**config.mk**
```make
export PLATFORM = sky130hd
export DESIGN_NAME = trib_align_ctrl
export DESIGN_NICKNAME = d
export VERILOG_FILES = /design/src/rtl/trib_align_ctrl.sv
export SDC_FILE = /design/constraint.sdc
export NUM_CORES = 1
export LEC_CHECK = 0
export ABC_AREA = 1
export CORE_AREA = 5 5 42 44
export DETAILED_ROUTE_END_ITERATION = 7
export DIE_AREA = 0 0 47 49
export PLACE_DENSITY = 0.69
export SLEW_MARGIN = 40
export SYNTH_ARGS = -nofsm -noshare
export SYNTH_HDL_FRONTEND = slang
export SYNTH_SLANG_ARGS = --single-unit
```
**constraint.sdc**
```tcl
create_clock -name clk -period 3 [get_ports clk]
set_input_delay 0.9 -clock clk [delete_from_list [all_inputs] [get_ports clk]]
set_output_delay 0.9 -clock clk [all_outputs]
set_load 0.02 [all_outputs]
```
**src/rtl/trib_align_ctrl.sv**
```systemverilog
module trib_align_ctrl #(
  parameter int unsigned N_TRIB     = 4,
  parameter int unsigned RST_CYCLES = 16
) (
  input  logic              clk,
  input  logic              rst_n,
  input  logic [N_TRIB-1:0] fp_i,
  output logic              resync_n_o,
  output logic              clk_stop_o,
  output logic              data_valid_o,
  output logic              parity_valid_o
);

  localparam int unsigned CW = $clog2(RST_CYCLES + 1);

  typedef enum logic [2:0] {SEARCH, RESYNC, WAIT_DATA, DATA_OK, PARITY_OK} st_t;

  st_t          st, st_nx;
  logic [CW-1:0] cnt, cnt_nx;

  wire all_hit = &fp_i;
  wire partial = (|fp_i) & ~all_hit;

  always_comb begin
    st_nx  = st;
    cnt_nx = cnt;
    case (st)
      SEARCH: begin
        if (all_hit) st_nx = WAIT_DATA;
        else if (partial) begin
          st_nx  = RESYNC;
          cnt_nx = CW'(RST_CYCLES - 1);
        end
      end
      RESYNC: begin
        if (cnt == '0) st_nx = SEARCH;
        else cnt_nx = cnt - 1'b1;
      end
      WAIT_DATA, DATA_OK, PARITY_OK: begin
        if (partial) begin
          st_nx  = RESYNC;
          cnt_nx = CW'(RST_CYCLES - 1);
        end else if (all_hit) begin
          if (st == WAIT_DATA)    st_nx = DATA_OK;
          else                    st_nx = PARITY_OK;
        end
      end
      default: st_nx = SEARCH;
    endcase
  end

  always_ff @(posedge clk or negedge rst_n) begin
    if (!rst_n) begin
      st  <= SEARCH;
      cnt <= '0;
    end else begin
      st  <= st_nx;
      cnt <= cnt_nx;
    end
  end

  assign resync_n_o     = (st != RESYNC);
  assign clk_stop_o     = (st == RESYNC);
  assign data_valid_o   = (st == DATA_OK) || (st == PARITY_OK);
  assign parity_valid_o = (st == PARITY_OK);

  logic [CW-1:0] low_run;
  always_ff @(posedge clk or negedge rst_n) begin
    if (!rst_n)                      low_run <= '0;
    else if (!resync_n_o) begin
      if (low_run != CW'(RST_CYCLES)) low_run <= low_run + 1'b1;
    end else                         low_run <= '0;
  end

  a_r6_low_window: assert property (@(posedge clk) disable iff (!rst_n)
    $rose(resync_n_o) |-> (low_run == CW'(RST_CYCLES)));

  a_r6_no_overrun: assert property (@(posedge clk) disable iff (!rst_n)
    (low_run == CW'(RST_CYCLES)) |-> resync_n_o);

  a_r8_partial_drops: assert property (@(posedge clk) disable iff (!rst_n)
    (resync_n_o && partial) |=> (!resync_n_o && !data_valid_o));

  a_r3_data_rise: assert property (@(posedge clk) disable iff (!rst_n)
    $rose(data_valid_o) |-> $past(all_hit));

  a_r10_parity_needs_data: assert property (@(posedge clk) disable iff (!rst_n)
    parity_valid_o |-> data_valid_o);

  a_r10_quiet_in_resync: assert property (@(posedge clk) disable iff (!rst_n)
    !resync_n_o |-> (!data_valid_o && clk_stop_o));

endmodule

```
==> impl_metrics.ini <==
[pwr]
power_mw = 0.589
cellLeakagePower_nw = 0.365
p_comb_share_pct = 57.4
p_sw_mw = 0.265
internal-power_mw = 0.324
p_clk_share_pct = 12.8
swShare_pct = 45.0
p_per_area_mw_per_mm2 = 822
ir_worst_vdd_v = 0.000371
seq_power_share_pct = 29.8

[run]
maxCapViolCount = 0

[cts]
cts_buffers = 3
post_cts_resized = 0
cts_max_level = 1
cts.path.max_buffers = 2
cts_root_buf = clkbuf_4
postCtsSetupBuffers = 0
cts_hold_buf = 0
cts_sinks = 8
cts_tree = built
clk_latency_ps = 240
clkTransAtPathRegs_ps = 50

[logic_synthesis]
syn-cell-area_sq_um = 584
yosys.area_share.adder_pct = 2.14
syn_nets = 90
synth_cell_type_count = 18
seq_area_frac_synth_pct = 34.3
synth_xor_area_share_pct = 1.50
synth_top_family_by_area = simple AND/OR/NAND/NOR gates
muxShareOfSynthArea_pct = 0
yosys.area_share.simple_pct = 49.7
ys_seq_elements = 8
synth-compound-area-share_pct = 4.50
syn_inst = 83
synth-warning-count = 0
syn_avg_cell_area_sq_um = 7.04

[drt]
drt_iter0_drc = 8
wl_per_cell_um = 9.31
viasPerCell = 4.68
route.vias.total = 520
drt-total-wl_um = 1030
route.detailed.drc = 0
detail-route-antenna-nets = 0
dr.pass1.iters = 4

[layout]
finalNetCount = 104
final_common_cell = nand2_1
drive_above_1_share_pct = 17.9
area_growth_pct = 22.7
insertedDiodeCount = 0
final_cell_mix = nand2_1, nand3_1, clkdlybuf4s50_1

[die]
die_x_um = 47
ios = 10
coreArea_sq_mm = 0.00140
initial_core_util_pct = 41.7
fp-row-count = 14
die_h_um = 49
die_area_sq_mm = 0.00230

[timing]
skew_ps = 4.86
slew_headroom_pct = 77.5
timing.final.crit_share_pct = 85.5
max_clock_freq_mhz = 390
tightest_slew_ps = 337
maxSlewViolCount = 0
rsz0062_at_grt = false
hold_violations = 0
layout_min_cycle_time_ps = 2570
holdWs_ps = 487
fin_setup_tns_ps = 0
finalSetupViolCount = 0

[placement]
dp_hpwl_um = 890
io_buffers = 9
place_congestion = 0.843

[min_path]
hold_path_class = reg2reg

[run_status]
status = completed

[global_route]
grt_max_degree = 9
gr-total-overflow = 0
grt_pass1_wl_um = 1830
grt_pass1_vias = 451
grt_usage_pct = 11.2
antenna_found_initial = 0

[critical_path]
critPathRequiredTime_ps = 2100
crit_type = reg2out
crit_fanout = 8
max_stage_delay_ps = 620
startpoint_type = register
path_cells = inv_4 > nand2_1 > o22ai_1 > clkdlybuf4s50_1
critPathArrivalTime_ps = 1670
crit_slowest_cell = clkdlybuf4s50_1
worstSetupEndpointType = primary output
[power groups by stage]
stage	registers (mW)	clock network, mW	logic (mW)
6_report	0.175	0.0755	0.339
5_1_grt	0.181	0.0884	0.389
4_1_cts	0.174	0.0819	0.344
3_5_place_dp	0.176	0	0.343
3_3_place_gp	0.176	0	0.337
2_1_floorplan	0.170	0	0.265
[per-stage QoR]
stage	instance area (sq um)	std cells	setup WS (ps)	util, %
2_1_floorplan	584	83	1130	-
3_3_place_gp	694	108	729	49.6
3_5_place_dp	694	108	699	49.6
4_1_cts	717	111	420	51.2
5_1_grt	717	111	335	51.2
6_report	717	111	434	51.2
[critical path, delay by kind of cell (launching register included)]
| kind | cells | cell delay (ps) |
|---|---|---|
| buffers and inverters | 2 | 740 |
| AO/OA/AOI/OAI | 1 | 160 |
| flip-flops | 1 | 420 |
| AND/OR/NAND/NOR | 1 | 100 |
[synthesized netlist by cell type, drive strengths merged]
| library cell | count | area share (%) |
|---|---|---|
| nand3b | 1 | 1.3 |
| nand4 | 3 | 3.2 |
| nand2 | 37 | 29 |
| inv | 11 | 7.9 |
| o22ai | 1 | 1.1 |
| ha | 1 | 2.1 |
| dfrtp | 8 | 34 |
| xnor2 | 1 | 1.5 |
| nor2 | 4 | 2.6 |
| o21ai | 4 | 3.4 |
| nand3 | 12 | 13 |
[state kept, by name, indices dropped and copies added, names as in the netlist]
register,cells
cnt,5
st,3
[final cells by class]
cell class                 count  area [sq um]
sequential                     8           200
fill                         139           684
tap                           16          20.0
clock buffer                   3          22.5
timing repair buffer           9          90.1
multi-input combinational     64           338
inverter                      11          46.3
[layer usage]
metal,vias up,GRT usage [%],share of wire [%]
li1,291,-,-
met3,4,2.21,2.9
met5,-,0,0
met1,215,15.1,47
met2,10,15.2,47
met4,0,8.29,2.9
[logic make-up (layout without fill, tap and decap cells)]
family	Yosys count	count (layout)
adders and majority gates	1	1
AOI/OAI and AO/OA	5	5
and+or+nand+nor	57	57
xor gates and xnor gates	1	1
buffers and inverters	11	23
DFF	8	8
[worst paths after layout]
check,cells past startpoint,endpoint,start,slack (ps)
max in group asynchronous,1,cnt[4]$_DFFE_PN0P_,rst_n,1830
min in group asynchronous,1,cnt[2]$_DFFE_PN0P_,rst_n,920
worst max-delay path,4,data_valid_o,st[2]$_DFFE_PN0P_,430
worst max register to register,7,st[2]$_DFFE_PN0P_,cnt[0]$_DFFE_PN0P_,1740
worst min register to register,2,cnt[1]$_DFFE_PN0P_,cnt[1]$_DFFE_PN0P_,490
worst min-delay path,2,cnt[1]$_DFFE_PN0P_,cnt[1]$_DFFE_PN0P_,490
No activity file was read; power rests on OpenSTA's default activity.
